**src/rtl/piu_pkg.sv**
```systemverilog
package piu_pkg;

  typedef enum logic [3:0] {
    OP_NOP,
    OP_MOV_TO_PAIR,
    OP_MOV_FROM_PAIR,
    OP_IMM_PAIR,
    OP_IMM_PAGE,
    OP_IMM_IDXLO,
    OP_ADD_SIGNED,
    OP_ADD_PAIR,
    OP_CMP,
    OP_LOAD,
    OP_STORE,
    OP_STORE_IMM,
    OP_SP_INC,
    OP_SP_DEC
  } xop_e;

  // location code k of the register group (sub-codes 0x00+k / 0x08+k)
  typedef enum logic [2:0] {
    LOC_XLO  = 3'd0,
    LOC_XHI  = 3'd1,
    LOC_YLO  = 3'd2,
    LOC_YHI  = 3'd3,
    LOC_PAGE = 3'd4,
    LOC_STK0 = 3'd5,
    LOC_STK1 = 3'd6,
    LOC_NONE = 3'd7
  } loc_e;

  typedef struct packed {
    xop_e op;
    logic sel_y;     // index 1 instead of index 0
    loc_e loc;
    logic sel_stk1;  // stack pointer 1 instead of 0
  } xdec_t;

  localparam logic [4:0] PFX_IMM_PAIR  = 5'b01001;
  localparam logic [4:0] PFX_IMM_PAGE  = 5'b01000;
  localparam logic [4:0] PFX_IMM_XLO   = 5'b01010;
  localparam logic [4:0] PFX_IMM_YLO   = 5'b01011;
  localparam logic [4:0] PFX_ADD_X     = 5'b01100;
  localparam logic [4:0] PFX_ADD_Y     = 5'b01101;
  localparam logic [4:0] PFX_CMP_X     = 5'b01110;
  localparam logic [4:0] PFX_CMP_Y     = 5'b01111;
  localparam logic [4:0] PFX_STORE_IMM = 5'b00001;

endpackage

```
**src/rtl/piu_decode.sv**
```systemverilog
module piu_decode
  import piu_pkg::*;
#(
  parameter int NIB_W = 4
) (
  input  logic [2*NIB_W+4:0] insn,
  output xdec_t              dec,
  output logic [2*NIB_W-1:0] imm
);
  localparam int BYTE_W = 2 * NIB_W;
  localparam int INSN_W = BYTE_W + 5;
  localparam int GRP_W  = INSN_W - 6;

  logic [4:0] prefix;
  logic [5:0] sub;

  always_comb begin
    prefix = insn[INSN_W-1 -: 5];
    sub    = insn[5:0];
    imm    = insn[BYTE_W-1:0];
    dec    = '{op: OP_NOP, sel_y: 1'b0, loc: LOC_NONE, sel_stk1: 1'b0};
    if (&insn[INSN_W-1 -: GRP_W]) begin
      case (sub[5:3])
        3'b000: if (sub[2:0] != 3'd7) begin
          dec.op  = OP_MOV_TO_PAIR;
          dec.loc = loc_e'(sub[2:0]);
        end
        3'b001: if (sub[2:0] != 3'd7) begin
          dec.op  = OP_MOV_FROM_PAIR;
          dec.loc = loc_e'(sub[2:0]);
        end
        3'b010: begin
          if (!sub[2]) begin
            dec.op    = sub[1] ? OP_STORE : OP_LOAD;
            dec.sel_y = sub[0];
          end else if (!sub[1]) begin
            dec.op    = OP_ADD_PAIR;
            dec.sel_y = sub[0];
          end
        end
        3'b011: if (!sub[2]) begin
          dec.op       = sub[1] ? OP_SP_DEC : OP_SP_INC;
          dec.sel_stk1 = sub[0];
        end
        default: ;
      endcase
    end else begin
      case (prefix)
        PFX_IMM_PAIR:  dec.op = OP_IMM_PAIR;
        PFX_IMM_PAGE:  dec.op = OP_IMM_PAGE;
        PFX_IMM_XLO:   dec.op = OP_IMM_IDXLO;
        PFX_IMM_YLO:   begin dec.op = OP_IMM_IDXLO; dec.sel_y = 1'b1; end
        PFX_ADD_X:     dec.op = OP_ADD_SIGNED;
        PFX_ADD_Y:     begin dec.op = OP_ADD_SIGNED; dec.sel_y = 1'b1; end
        PFX_CMP_X:     dec.op = OP_CMP;
        PFX_CMP_Y:     begin dec.op = OP_CMP; dec.sel_y = 1'b1; end
        PFX_STORE_IMM: dec.op = OP_STORE_IMM;
        default: ;
      endcase
    end
  end
endmodule

```
**src/rtl/piu_index.sv**
```systemverilog
module piu_index #(
  parameter int NIB_W = 4
) (
  input  logic                 clk,
  input  logic                 rst,
  input  logic                 wr_lo,
  input  logic                 wr_hi,
  input  logic [2*NIB_W-1:0]   wdata,
  input  logic                 lo_add_en,
  input  logic [2*NIB_W-1:0]   lo_add_val,
  input  logic                 full_add_en,
  input  logic [4*NIB_W-1:0]   full_add_val,
  output logic [4*NIB_W-1:0]   q
);
  localparam int BYTE_W = 2 * NIB_W;
  localparam int ADDR_W = 2 * BYTE_W;

  always_ff @(posedge clk) begin
    if (rst) begin
      q <= '0;
    end else if (full_add_en) begin
      q <= q + full_add_val;
    end else begin
      if (lo_add_en)  q[BYTE_W-1:0] <= q[BYTE_W-1:0] + lo_add_val;
      else if (wr_lo) q[BYTE_W-1:0] <= wdata;
      if (wr_hi)      q[ADDR_W-1:BYTE_W] <= wdata;
    end
  end

  AST_LO_ADD_KEEPS_HI: assert property (@(posedge clk) disable iff (rst)
    (lo_add_en && !wr_hi && !full_add_en) |=> q[ADDR_W-1:BYTE_W] == $past(q[ADDR_W-1:BYTE_W]));
  AST_IDX_HOLDS: assert property (@(posedge clk) disable iff (rst)
    (!lo_add_en && !wr_lo && !wr_hi && !full_add_en) |=> $stable(q));
endmodule

```
**src/rtl/piu_memseq.sv**
```systemverilog
module piu_memseq #(
  parameter int NIB_W = 4
) (
  input  logic                 clk,
  input  logic                 rst,
  input  logic                 start,
  input  logic                 is_store,
  input  logic                 is_imm,
  input  logic                 use_y,
  input  logic [2*NIB_W-1:0]   pair,
  input  logic [2*NIB_W-1:0]   imm,
  input  logic [4*NIB_W-1:0]   idx0,
  input  logic [4*NIB_W-1:0]   idx1,
  input  logic [NIB_W-1:0]     rdata,
  output logic                 busy,
  output logic [4*NIB_W-1:0]   addr,
  output logic                 we,
  output logic                 re,
  output logic [NIB_W-1:0]     wdata,
  output logic                 nib_wr_lo,
  output logic                 nib_wr_hi,
  output logic [NIB_W-1:0]     nib_data,
  output logic                 bump,
  output logic                 bump_y
);
  localparam int BYTE_W = 2 * NIB_W;
  localparam int ADDR_W = 2 * BYTE_W;

  logic             busy_q, y_q, st_q;
  logic [NIB_W-1:0] hi_q;
  logic             cur_y, cur_st, active, go;
  logic [ADDR_W-1:0] base;

  assign go = start && !busy_q;

  always_comb begin
    cur_y   = busy_q ? y_q : use_y;
    cur_st  = busy_q ? st_q : is_store;
    base    = cur_y ? idx1 : idx0;
    active  = busy_q || start;
    addr    = busy_q ? {base[ADDR_W-1:BYTE_W], base[BYTE_W-1:0] + BYTE_W'(1)} : base;
    we      = active && cur_st;
    re      = active && !cur_st;
    wdata   = busy_q ? hi_q : (is_imm ? imm[NIB_W-1:0] : pair[NIB_W-1:0]);
    nib_wr_lo = go && !is_store;
    nib_wr_hi = busy_q && !st_q;
    nib_data  = rdata;
    bump    = busy_q;
    bump_y  = y_q;
    busy    = busy_q;
  end

  always_ff @(posedge clk) begin
    if (rst) begin
      busy_q <= 1'b0;
      y_q    <= 1'b0;
      st_q   <= 1'b0;
      hi_q   <= '0;
    end else if (go) begin
      busy_q <= 1'b1;
      y_q    <= use_y;
      st_q   <= is_store;
      hi_q   <= is_imm ? imm[BYTE_W-1:NIB_W] : pair[BYTE_W-1:NIB_W];
    end else begin
      busy_q <= 1'b0;
    end
  end

  AST_TWO_PHASE: assert property (@(posedge clk) disable iff (rst)
    busy_q |=> !busy_q);
  AST_BUSY_FROM_START: assert property (@(posedge clk) disable iff (rst)
    busy_q |-> $past(start));
  AST_SECOND_ADDR: assert property (@(posedge clk) disable iff (rst)
    busy_q |-> (addr[BYTE_W-1:0] == BYTE_W'($past(addr[BYTE_W-1:0]) + BYTE_W'(1))
                && addr[ADDR_W-1:BYTE_W] == $past(addr[ADDR_W-1:BYTE_W])));
  AST_STROBES_EXCL: assert property (@(posedge clk) disable iff (rst)
    !(we && re));
endmodule

```
**src/rtl/pair_index_unit.sv**
```systemverilog
module pair_index_unit
  import piu_pkg::*;
#(
  parameter int NIB_W = 4
) (
  input  logic                 clk,
  input  logic                 rst,
  input  logic                 insn_valid,
  input  logic [2*NIB_W+4:0]   insn,
  output logic                 busy,
  output logic [4*NIB_W-1:0]   mem_addr,
  output logic                 mem_we,
  output logic                 mem_re,
  output logic [NIB_W-1:0]     mem_wdata,
  input  logic [NIB_W-1:0]     mem_rdata,
  output logic [2*NIB_W-1:0]   pair_out,
  output logic [4*NIB_W-1:0]   idx0_out,
  output logic [4*NIB_W-1:0]   idx1_out,
  output logic [2*NIB_W-1:0]   page_out,
  output logic [2*NIB_W-1:0]   stk0_out,
  output logic [2*NIB_W-1:0]   stk1_out,
  output logic                 carry_out,
  output logic                 zero_out
);
  localparam int BYTE_W = 2 * NIB_W;
  localparam int ADDR_W = 2 * BYTE_W;

  xdec_t             dec;
  logic [BYTE_W-1:0] imm;
  logic              fire, mem_start;
  logic [BYTE_W-1:0] pair_q, page_q, src;
  logic              carry_q, zero_q;
  logic [ADDR_W-1:0] idx0_w, idx1_w;
  logic [BYTE_W-1:0] stk0_w, stk1_w;
  logic              nib_wr_lo, nib_wr_hi, bump, bump_y;
  logic [NIB_W-1:0]  nib_data;
  logic [BYTE_W-1:0] cmp_lo, cmp_imm;

  piu_decode #(.NIB_W(NIB_W)) u_dec (.insn(insn), .dec(dec), .imm(imm));

  assign fire      = insn_valid && !busy;
  assign mem_start = fire && (dec.op == OP_LOAD || dec.op == OP_STORE || dec.op == OP_STORE_IMM);

  piu_memseq #(.NIB_W(NIB_W)) u_seq (
    .clk(clk), .rst(rst), .start(mem_start),
    .is_store(dec.op != OP_LOAD), .is_imm(dec.op == OP_STORE_IMM), .use_y(dec.sel_y),
    .pair(pair_q), .imm(imm), .idx0(idx0_w), .idx1(idx1_w), .rdata(mem_rdata),
    .busy(busy), .addr(mem_addr), .we(mem_we), .re(mem_re), .wdata(mem_wdata),
    .nib_wr_lo(nib_wr_lo), .nib_wr_hi(nib_wr_hi), .nib_data(nib_data),
    .bump(bump), .bump_y(bump_y)
  );

  // two index registers, one instance each
  for (genvar g = 0; g < 2; g++) begin : g_idx
    localparam loc_e LO_LOC = g ? LOC_YLO : LOC_XLO;
    localparam loc_e HI_LOC = g ? LOC_YHI : LOC_XHI;
    logic              mine, wr_lo, wr_hi, lo_add_en, full_add_en;
    logic [ADDR_W-1:0] q;
    assign mine        = (dec.sel_y == 1'(g));
    assign wr_lo       = fire && ((dec.op == OP_MOV_FROM_PAIR && dec.loc == LO_LOC) ||
                                  (dec.op == OP_IMM_IDXLO && mine));
    assign wr_hi       = fire && dec.op == OP_MOV_FROM_PAIR && dec.loc == HI_LOC;
    assign lo_add_en   = (bump && bump_y == 1'(g)) || (fire && dec.op == OP_ADD_PAIR && mine);
    assign full_add_en = fire && dec.op == OP_ADD_SIGNED && mine;
    piu_index #(.NIB_W(NIB_W)) u_idx (
      .clk(clk), .rst(rst), .wr_lo(wr_lo), .wr_hi(wr_hi),
      .wdata(dec.op == OP_IMM_IDXLO ? imm : pair_q),
      .lo_add_en(lo_add_en), .lo_add_val(bump ? BYTE_W'(2) : pair_q),
      .full_add_en(full_add_en), .full_add_val({{BYTE_W{imm[BYTE_W-1]}}, imm}),
      .q(q)
    );
  end

  // two stack pointers
  for (genvar g = 0; g < 2; g++) begin : g_stk
    localparam loc_e MY_LOC = g ? LOC_STK1 : LOC_STK0;
    logic [BYTE_W-1:0] q;
    always_ff @(posedge clk) begin
      if (rst) begin
        q <= '0;
      end else if (fire) begin
        if (dec.op == OP_MOV_FROM_PAIR && dec.loc == MY_LOC)         q <= pair_q;
        else if (dec.op == OP_SP_INC && dec.sel_stk1 == 1'(g))        q <= q + BYTE_W'(1);
        else if (dec.op == OP_SP_DEC && dec.sel_stk1 == 1'(g))        q <= q - BYTE_W'(1);
      end
    end
  end

  assign idx0_w = g_idx[0].q;
  assign idx1_w = g_idx[1].q;
  assign stk0_w = g_stk[0].q;
  assign stk1_w = g_stk[1].q;

  always_comb begin
    case (dec.loc)
      LOC_XLO:  src = idx0_w[BYTE_W-1:0];
      LOC_XHI:  src = idx0_w[ADDR_W-1:BYTE_W];
      LOC_YLO:  src = idx1_w[BYTE_W-1:0];
      LOC_YHI:  src = idx1_w[ADDR_W-1:BYTE_W];
      LOC_PAGE: src = page_q;
      LOC_STK0: src = stk0_w;
      LOC_STK1: src = stk1_w;
      default:  src = '0;
    endcase
  end

  assign cmp_lo  = dec.sel_y ? idx1_w[BYTE_W-1:0] : idx0_w[BYTE_W-1:0];
  assign cmp_imm = ~imm;

  always_ff @(posedge clk) begin
    if (rst) begin
      pair_q  <= '0;
      page_q  <= '0;
      carry_q <= 1'b0;
      zero_q  <= 1'b0;
    end else begin
      if (fire) begin
        case (dec.op)
          OP_IMM_PAIR:    pair_q <= imm;
          OP_MOV_TO_PAIR: pair_q <= src;
          OP_IMM_PAGE:    page_q <= imm;
          OP_MOV_FROM_PAIR: if (dec.loc == LOC_PAGE) page_q <= pair_q;
          OP_CMP: begin
            carry_q <= (cmp_imm > cmp_lo);
            zero_q  <= (cmp_imm == cmp_lo);
          end
          default: ;
        endcase
      end
      if (nib_wr_lo) pair_q[NIB_W-1:0]      <= nib_data;
      if (nib_wr_hi) pair_q[BYTE_W-1:NIB_W] <= nib_data;
    end
  end

  assign pair_out  = pair_q;
  assign idx0_out  = idx0_w;
  assign idx1_out  = idx1_w;
  assign page_out  = page_q;
  assign stk0_out  = stk0_w;
  assign stk1_out  = stk1_w;
  assign carry_out = carry_q;
  assign zero_out  = zero_q;

  AST_FLAGS_ONLY_CMP: assert property (@(posedge clk) disable iff (rst)
    !(fire && dec.op == OP_CMP) |=> (carry_q == $past(carry_q) && zero_q == $past(zero_q)));
  AST_FLAGS_EXCL: assert property (@(posedge clk) disable iff (rst)
    !(carry_q && zero_q));
  AST_IGNORE_WHILE_BUSY: assert property (@(posedge clk) disable iff (rst)
    busy |=> (page_q == $past(page_q) && stk0_w == $past(stk0_w) && stk1_w == $past(stk1_w)));
endmodule

```
**config.mk**
```make
export PLATFORM = sky130hd
export DESIGN_NAME = pair_index_unit
export DESIGN_NICKNAME = d
export VERILOG_FILES = /design/src/rtl/piu_pkg.sv /design/src/rtl/piu_decode.sv /design/src/rtl/piu_index.sv /design/src/rtl/piu_memseq.sv /design/src/rtl/pair_index_unit.sv
export SDC_FILE = /design/constraint.sdc
export NUM_CORES = 1
export LEC_CHECK = 0
export ABC_AREA = 1
export BUFFER_PORTS_ARGS = -buffer_cell sky130_fd_sc_hd__buf_2
export CORE_ASPECT_RATIO = 0.9
export CORE_MARGIN = 2
export CORE_UTILIZATION = 38
export CTS_BUF_LIST = sky130_fd_sc_hd__clkbuf_8
export DETAILED_ROUTE_END_ITERATION = 8
export GPL_ROUTABILITY_DRIVEN = 0
export SLEW_MARGIN = 20
export SYNTH_ARGS = -nofsm -noshare
export SYNTH_HDL_FRONTEND = slang
export SYNTH_SLANG_ARGS = --single-unit
```
**constraint.sdc**
```tcl
create_clock -name clk -period 3.43 [get_ports clk]
set_input_delay 0.686 -clock clk [delete_from_list [all_inputs] [get_ports clk]]
set_output_delay 0.686 -clock clk [all_outputs]
set_load 0.05 [all_outputs]
```
== Yosys cells after proc, flatten, opt, wreduce, memory -nomap -nowiden ==
Cells that the tools add are included.
Storage, ports and cells
  register bits after elaboration: 73
  bits in latches: 0
  bits in writable memories: 0
  memory bits (read-only): 0
  input port bits: 20
  output and inout port bits: 89
  logic and storage cells: 179
  memories: 0
Operators by class
  $add $sub $neg: 9
  multiply operators: 0
  divide/modulo/power cells: 0
  $lt $le $gt $ge: 1
  equality and inequality tests: 35
  shifts and indexed selects: 0
  mux-type cells: 49
  bitwise logic cells: 4
  reduce and logical (&&, ||, !) cells: 66
Operators by type and width (count)
  8-bit 2-to-1 mux: 18
  8-bit one-hot mux with 7 select lines: 1
  16-bit 2-to-1 mux: 3
  5-bit by 4-bit == test with 1-bit output, second input constant: 8
  16-bit adder: 2
  4-bit 2-to-1 mux: 8
  8-bit one-hot mux with 2 select lines: 2
  1-bit logical AND: 30
  8-bit by 1-bit adder with 8-bit output, second input constant: 3
  4-bit == test, second input constant: 6
  4-bit one-hot mux with 6 select lines: 1
  3-bit nonzero test: 6
  8-bit adder: 2
  4-bit by 3-bit == test with 1-bit output, second input constant: 4
  4-bit one-hot mux with 4 select lines: 1
  8-bit by 1-bit subtractor with 8-bit output, second input constant: 2
  3-bit by 2-bit == test with 1-bit output, second input constant: 4
  5-bit 2-to-1 mux: 2
  2-bit AND reduction: 5
  2-bit nonzero test: 5
  3-bit == test, second input constant: 3
  1-bit 2-to-1 mux: 9
  4-bit by 2-bit == test with 1-bit output, second input constant: 2
  8-bit == test: 1
  18 further kinds: 36

== Longest topological paths before layout ==
Gate-level depths: netlist of run 1.
  depth in word-level cells: 12
  depth in mapped cells: 22
  gate-level depth less buffers: 21

== Modules after synthesis ==
Synthesis of run 1 repeated with hierarchy kept, for this count alone.
Second synthesis, totals
  cells, all modules: 1516
  area, all modules: 8947.3 um^2
Modules (own cells, without submodules)
  piu_index: instances 2, cells each 342, area each 2054.5 um^2, seq. area each 320.3 um^2
  pair_index_unit: instances 1, cells each 593, area each 3457.1 um^2, seq. area each 680.7 um^2
  piu_memseq: instances 1, cells each 161, area each 959.7 um^2, seq. area each 140.1 um^2
  piu_decode: instances 1, cells each 78, area each 421.7 um^2, seq. area each 0.0 um^2

== Worst setup path after synthesis of run 1 ==
No wires, ideal clock.
  path kind: input-to-output
  from: input port insn[2]
  to: output port mem_wdata[2]
  arrival time: 3171 ps
  required time: 2744 ps
  slack: -427 ps
  stages: 14
  path buffers: 2
  cells stage by stage: buf_2 > inv_2 > ha_1 > inv_1 > nand2_1 > nand3_1 > nand3_1 > nand2_2 > nand2_4 > nand2_2 > nor2_1 > buf_2 > o21ai_0 > o21ai_0
Between the ends
  cells in the longest elaborated chain, start to end: 7
  elaborated cells on any way between the ends: 10
  those cells by class: eq/ne (2); mux (8)
RTL lines
  from (decl): RTL line pair_index_unit.sv:9  | input logic [2*NIB_W+4:0] insn,
  3-bit != test: RTL line piu_decode.sv:24, piu_decode.sv:28
  1-bit 2-to-1 mux / 2-bit 2-to-1 mux (equally long branches): RTL line piu_decode.sv:24, piu_decode.sv:28
  4-bit one-hot mux with 4 select lines: RTL line piu_decode.sv:23  | case (sub[5:3])
  5-bit 2-to-1 mux: RTL line piu_decode.sv:22  | if (&insn[INSN_W-1 -: GRP_W]) begin
  4-bit == test: RTL line pair_index_unit.sv:46  | .is_store(dec.op != OP_LOAD), .is_imm(dec.op == OP_STORE_IMM), .use_y(dec.sel_y),
  4-bit 2-to-1 mux (*) (2 in a row): RTL line piu_memseq.sv:44  | wdata = busy_q ? hi_q : (is_imm ? imm[NIB_W-1:0] : pair[NIB_W-1:0]);
  to (decl): RTL line pair_index_unit.sv:14  | output logic [NIB_W-1:0] mem_wdata,
Every way passes the cells marked *; elsewhere a longest branch is shown, timed or not.

== Final worst setup path of run 1 ==
  from: input port insn[1]
  to: output port mem_wdata[3]
Between the ends
  cells in the longest elaborated chain, start to end: 7
  elaborated cells on any way between the ends: 13
  those cells by class: eq/ne (2); mux (11)
RTL lines
  3-bit != test (tied with other cells): RTL line piu_decode.sv:24, piu_decode.sv:28
  1-bit 2-to-1 mux (tied with other cells): RTL line piu_decode.sv:24  | 3'b000: if (sub[2:0] != 3'd7) begin
  4-bit one-hot mux with 4 select lines (*): RTL line piu_decode.sv:23
  5-bit 2-to-1 mux (*): RTL line piu_decode.sv:22
  4-bit == test (*): RTL line pair_index_unit.sv:46
  4-bit 2-to-1 mux (*) (2 in a row): RTL line piu_memseq.sv:44
Marks and branches as above.

==> impl_metrics.py, run 1 <==
metrics = {
    "sta": {
        "slew_violations": 0,
        "setup_viol": 0,
        "worstMarginPinSlew_ps": 607.7,
        "fin_crit_sh_pct": 95.10,
        "grt_setup_unrepaired": "no",
        "fin_skew_ps": 11.92,
        "whs_ps": 498.4,
        "min_period_ps": 3262,
        "slew_headroom_pct": 59.43,
        "hold_viol_final": 0,
        "fmax_ghz": 0.3066,
    },
    "floorplan": {
        "start_util_pct": 38.32,
        "die_x_um": 159.0,
        "die_h_um": 143.5,
        "core.rowCount": 51,
        "ios": 109,
        "fp.coreArea_sq_um": 21440,
        "die-area_sq_um": 22810,
    },
    "pwr": {
        "p_switching_uw": 770.3,
        "combPwrFrac_pct": 22.5,
        "p_leak_uw": 0.005253,
        "p_int_uw": 1603,
        "power_uw": 2373,
        "vdd_drop_max_v": 0.0001783,
        "p_clk_share_pct": 40.1,
        "p_per_area_nw_per_um2": 240.2,
        "switching_share_pct": 32.46,
        "p_seq_share_pct": 37.3,
    },
    "routing": {
        "num_vias": 9648,
        "post_drt_wl_per_cell_um": 18.14,
        "routed_wl_um": 32810,
        "drt-initial-drc-count": 1141,
        "drc": 0,
        "detailedRoute.firstPassIterationCount": 6,
        "antenna_left": 0,
        "vias_per_cell": 5.333,
    },
    "global_routing": {
        "grt_pass1_vias": 8523,
        "grt_overflow": 0,
        "grt_pass1_wl_um": 49720,
        "grt_max_degree": 35,
        "track_usage_pct": 28.27,
        "antenna_found_initial": 1,
    },
    "yosys": {
        "synth-xor-area-share_pct": 4.691,
        "synth-simple-area-share_pct": 35.29,
        "yosys.area.top_type_share_pct": 17.79,
        "synthCells": 1345,
        "synthMuxAreaShare_pct": 0,
        "synth_top_family_by_area": "simple AND/OR/NAND/NOR gates",
        "yosysMostFrequentCell": "nand2_1",
        "avgSynthCellArea_sq_um": 6.108,
        "synth_seq_area_share_pct": 17.79,
        "ys_ff_latch": 73,
        "synth_edf_count": 0,
        "yosys.cell_types.count": 49,
        "syn_area_sq_um": 8215,
        "synth-compound-area-share_pct": 20.23,
        "netlist_top_cells_count": "349 x nand2_1, 154 x inv_1, 131 x nor2_1",
        "synth-async-reset-ratio_pct": 0,
        "synth_ff_type": "dfxtp_1",
        "yosys_warnings": 0,
        "syn_nets": 1441,
        "yosysTopAreaCell": "dfxtp_1",
        "synth_area_leaders": "dfxtp_1 18%, nand2_1 16%, ha_1 11%",
        "synthAdderAreaFrac_pct": 12.12,
    },
    "layout": {
        "area_delta_synth_final_pct": 20.26,
        "finalNonFillerCells": 1809,
        "nets": 1610,
        "stdcell_area_sq_um": 9879,
        "drive_gt1_share_pct": 19.30,
        "antenna_cells": 0,
    },
    "job": {
        "cap_violations": 0,
    },
    "placed_design": {
        "detailed_place_hpwl_um": 25930,
        "io_buffers": 108,
        "numPlacedInstances": 1793,
        "placed_area_sq_um": 9569,
    },
    "critical_path": {
        "rrSetupSlack_ps": 730,
        "arrival_ps": 2580,
        "end_kind": "output port",
        "startpoint_type": "input pin",
        "required_ps": 2740,
        "worst-setup-path-type": "input pin to output port",
        "crit_fanout": 13,
    },
    "clock_tree": {
        "clkLatencyLatePin_ps": 380,
        "clkTransAtPathRegs_ps": 90,
        "root_buffer": "clkbuf_8",
        "numCtsBuffers": 9,
        "cts_tree": "yes",
        "clock_path_buffers": 2,
        "cts_sinks": 73,
        "cts_setup_buffers": 0,
        "htreeDepth": 3,
    },
    "status": {
        "outcome": "complete, no violations",
    },
    "hold_path": {
        "hold_class": "register to register",
    },
}
-- through the flow --
stage                     setup WS, ps  utilization [%]  setup TNS [ps]
after floorplan                 -55.24                -          -55.24
after global placement           56.83            44.63               0
after detailed placement        -10.75            44.63          -10.75
after CTS                        30.54            45.87               0
after global routing             5.163            46.08               0
final                            167.9            46.08               0
-- final timing paths --
| kind | start | endpoint | cells after the start |
|---|---|---|---|
| max | insn[1] | mem_wdata[3] | 18 |
| min | carry_out | carry_out | 2 |
| max reg2reg | pair_out[2] | g_idx[1].u_idx.q[5] | 13 |
| min reg2reg | carry_out | carry_out | 2 |
-- area by class of cell --
cell class,count,area [sq um]
clock buffer,10,137.6
clock inverter,5,127.6
fill,2347,11560
inverter,168,635.6
multi-input combinational,1075,6001
sequential,73,1461
tap,291,364.1
timing repair buffer,187,1152
-- registers in the layout, summed over array words and instances, names as in the netlist --
signal,count
g_idx.u_idx.q,32
carry_out,1
pair_out,8
zero_out,1
u_seq.hi_q,4
page_out,8
u_seq.st_q,1
u_seq.bump,1
u_seq.bump_y,1
stk0_out,8
stk1_out,8
-- logic make-up after synthesis --
family | count (synthesis)
and+or+nand+nor | 663
AOI/OAI and AO/OA | 291
buffers and inverters | 198
adders and majority gates | 76
DFF | 73
xor gates and xnor gates | 44
-- repair_timing --
item / CTS / global route
endpoints found under the setup margin: 0 / 8
hold buffers: 0 / 0
resized for setup: 0 / 19
-- routing by layer --
| metal | vias to the layer above | wire length (um) | global-route usage [%] |
|---|---|---|---|
| met5 | - | 0 | 1.732 |
| met4 | 0 | 1205 | 11.24 |
| met3 | 83 | 3345 | 6.061 |
| met2 | 481 | 12920 | 41.23 |
| met1 | 4318 | 15340 | 40.28 |
| li1 | 4766 | - | - |
-- worst max-delay path: stages --
cell     delay (ps)
buf_2           120
inv_1            60
buf_4           140
ha_1            200
inv_1            50
nand2_1          40
nand3_1          70
nand3_1          80
nand2_2          80
nand2_4          50
buf_4           160
nand2_2          70
nor2_1           40
buf_4           170
nand2_1          60
o21ai_0         100
o21ai_2         110
buf_2           270
-- layout by cell type, fill, tap and decap left out, types with 7 or more instances in the layout --
cell and count:
o21ai_2 14, inv_2 14, nand3b_1 8, buf_2 102, a21oi_1 100, xnor2_1 27
ha_1 70, nand2_4 7, nor2_2 17, nor3_1 14, nor2_1 129, nand2_2 18
dfxtp_1 73, buf_4 82, o21ai_1 17, nand2_1 347, xor2_1 15, clkbuf_8 10
nand4_1 14, nand3_1 96, inv_1 153, o21ai_0 110
-- power by group through the flow --
stage | logic [uW] | registers (uW) | clock network (uW)
5_1_grt | 579 | 887 | 981
4_1_cts | 519 | 885 | 948
3_3_place_gp | 513 | 905 | 0
3_5_place_dp | 516 | 905 | 0
6_report | 535 | 886 | 953
2_1_floorplan | 298 | 939 | 0
Note: power is estimated with default switching activity, not from simulation.
==> run 2, diff against run 1 <==
--- a/config.mk
+++ b/config.mk
@@ -13,6 +13,7 @@
 export CTS_BUF_LIST = sky130_fd_sc_hd__clkbuf_8
 export DETAILED_ROUTE_END_ITERATION = 8
 export GPL_ROUTABILITY_DRIVEN = 0
+export SETUP_SLACK_MARGIN = 0.3
 export SLEW_MARGIN = 20
 export SYNTH_ARGS = -nofsm -noshare
 export SYNTH_HDL_FRONTEND = slang
==> run 2 against run 1 <==
  * Wire length is 1.0% higher
  * Utilization is 2.8 points higher
  * Global-route usage is 0.45 points higher
  * First-iteration DRC count is 2.5% higher
  * Combinational power is 7.7% higher
  * Sequential power hardly changed
  * Die area stayed put
  * Sequential cell count stayed put
  * Design area is 6.1% higher
  * Via count is 0.67% higher
  * Clock skew is 2.5 ps lower
  * Critical endpoint is now mem_addr[2]
  * Largest cell class unchanged
==> impl_metrics.py, run 2 (same netlist as run 1, synthesis figures left out) <==
metrics = {
    "critical_path": {
        "rr_endpoint": "g_idx[1].u_idx.q[6]",
        "crit_fanout": 5,
        "ff2ff_path_depth": 14,
        "arrival_ps": 2410,
        "end_kind": "output port",
        "required_ps": 2740,
        "worst-setup-path-type": "input pin to output port",
        "cp_cell_sequence": "buf_4 > inv_4 > nand4_1 > nand2_2 > nand2_4 > nand2_4 > nand2_4 > buf_6 > o21ai_4 > ha_4 > nand2_2 > inv_2 > buf_4 > xor2_4 > buf_6",
        "cp_slowest_cell": "o21ai_4",
        "rrSetupSlack_ps": 820,
        "startpoint_type": "input pin",
        "worst_path_most_repeated_cell": "nand2_4",
        "reg2reg_from": "u_seq.bump",
        "cpPeakStageDelay_ps": 170,
    },
    "sta": {
        "grt_setup_unrepaired": "yes",
        "min_period_ps": 3096,
        "fin_crit_sh_pct": 90.26,
        "whs_ps": 491.9,
        "setup_tns_ps": 0,
        "slew_violations": 0,
        "hold_viol_final": 0,
        "worstMarginPinSlew_ps": 595.4,
        "fin_skew_ps": 9.417,
        "setup_viol": 0,
        "fmax_ghz": 0.3230,
        "slew_headroom_pct": 60.25,
    },
    "clock_tree": {
        "cts_tree": "yes",
        "root_buffer": "clkbuf_8",
        "clkLatencyLatePin_ps": 380,
        "htreeDepth": 3,
        "cts_sinks": 73,
        "clock_path_buffers": 2,
        "numCtsBuffers": 9,
        "clkTransAtPathRegs_ps": 80,
    },
    "job": {
        "cap_violations": 0,
    },
    "layout": {
        "final_cell_mix": "332 x nand2_1, 143 x inv_1, 124 x nor2_1",
        "finalNonFillerCells": 1815,
        "drive_gt1_share_pct": 23.29,
        "fillers": 2274,
        "nets": 1615,
        "area_delta_synth_final_pct": 27.57,
        "largest_register_ffs": 32,
        "final_common_cell": "nand2_1",
        "largest-register": "g_idx.u_idx.q",
        "seq_area_sq_um": 1461,
        "multi_input_area_sq_um": 6407,
        "antenna_cells": 0,
        "stdcell_area_sq_um": 10480,
    },
    "global_routing": {
        "grt_overflow": 0,
        "track_usage_pct": 28.72,
        "grt_pass1_wl_um": 50620,
        "grt_max_degree": 36,
        "antenna_found_initial": 1,
        "grt_pass1_vias": 8792,
    },
    "floorplan": {
        "ios": 109,
        "start_util_pct": 38.32,
        "die-area_sq_um": 22810,
        "die_x_um": 159.0,
        "die_h_um": 143.5,
        "fp.coreArea_sq_um": 21440,
        "core.rowCount": 51,
    },
    "pwr": {
        "vdd_drop_max_v": 0.0001533,
        "combPwrFrac_pct": 25.2,
        "switching_share_pct": 34.29,
        "p_seq_share_pct": 38.7,
        "p_leak_uw": 0.005383,
        "p_int_uw": 1504,
        "p_clk_share_pct": 36.1,
        "power_uw": 2289,
        "p_per_area_nw_per_um2": 218.5,
        "p_switching_uw": 785.1,
    },
    "hold_path": {
        "holdPathEnd": "carry_out",
        "hp-start": "carry_out",
        "whs_path_depth": 2,
        "hold_class": "register to register",
    },
    "routing": {
        "detailedRoute.firstPassIterationCount": 6,
        "num_vias": 9713,
        "vias_per_cell": 5.352,
        "routed_wl_um": 33140,
        "antenna_left": 0,
        "drt-initial-drc-count": 1170,
        "drc": 0,
        "post_drt_wl_per_cell_um": 18.26,
    },
    "placed_design": {
        "placed_area_sq_um": 9779,
        "numPlacedInstances": 1787,
        "io_buffers": 108,
        "detailed_place_hpwl_um": 25920,
    },
    "status": {
        "outcome": "complete, no violations",
    },
}
[run 2: cell types whose count changed in the layout (fill, tap and decap cells not counted), sizes merged]
cell      before  now
buf          185  193
inv          167  166
clkinvlp       1    2
bufinv         4    2
clkinv         1    3
clkbuf        12   11
nand2        372  371
[run 2: through the flow]
stage	utilization, %	setup WS, ps
after floorplan	-	45.04
after global placement	45.61	35.62
after detailed placement	45.61	-36.73
after CTS	47.74	296.0
after global routing	48.88	232.7
final	48.88	334.2
[run 2: worst max-delay path by stage]
stage	from	to	slack [ps]	cells past startpoint
2_1_floorplan	insn[7]	mem_addr[10]	50	12
3_3_place_gp	insn[5]	mem_addr[7]	40	18
3_5_place_dp	insn[1]	stk1_out[6]	-40	19
4_1_cts	insn[1]	mem_addr[7]	300	18
5_1_grt	insn[11]	mem_addr[6]	230	18
6_report	insn[12]	mem_addr[2]	330	15
[run 2: critical path: cells and delay by family]
family / cells / cell delay (ps)
and+or+nand+nor: 6 / 540
AOI/OAI and AO/OA: 1 / 170
adders and majority gates: 1 / 170
buffers and inverters: 6 / 690
xor gates and xnor gates: 1 / 140
[run 2: final cells by class]
type | instances | share of cell area (%)
Multi-Input combinational cell | 1074 | 61.14
Sequential cell | 73 | 13.94
Timing Repair Buffer | 193 | 13.11
Inverter | 168 | 6.148
Tap cell | 291 | 3.474
Clock buffer | 11 | 1.445
Clock inverter | 5 | 0.7402
[run 2: what timing repair did]
action                     CTS  global route
pin swaps                   17            26
setup buffers                6             6
setup endpoints to repair   13            19
gates resized for setup     58            53
hold buffers                 0             0
hold endpoints to repair     0             0
[run 2: power by group through the flow]
| stage | clock [uW] | sequential, uW | combinational [uW] |
|---|---|---|---|
| after floorplan | 0 | 939 | 309 |
| after global placement | 0 | 905 | 524 |
| after detailed placement | 0 | 904 | 527 |
| after CTS | 830 | 885 | 551 |
| after global routing | 863 | 887 | 623 |
| final | 827 | 885 | 576 |
[run 2: metal layers]
layer | GRT usage (%) | up-vias | part of all wire (%)
li1 | - | 4790 | -
met1 | 41.79 | 4408 | 47
met2 | 44.13 | 450 | 42
met3 | 3.925 | 65 | 8.5
met4 | 8.469 | 0 | 2.8
met5 | 0 | - | 0
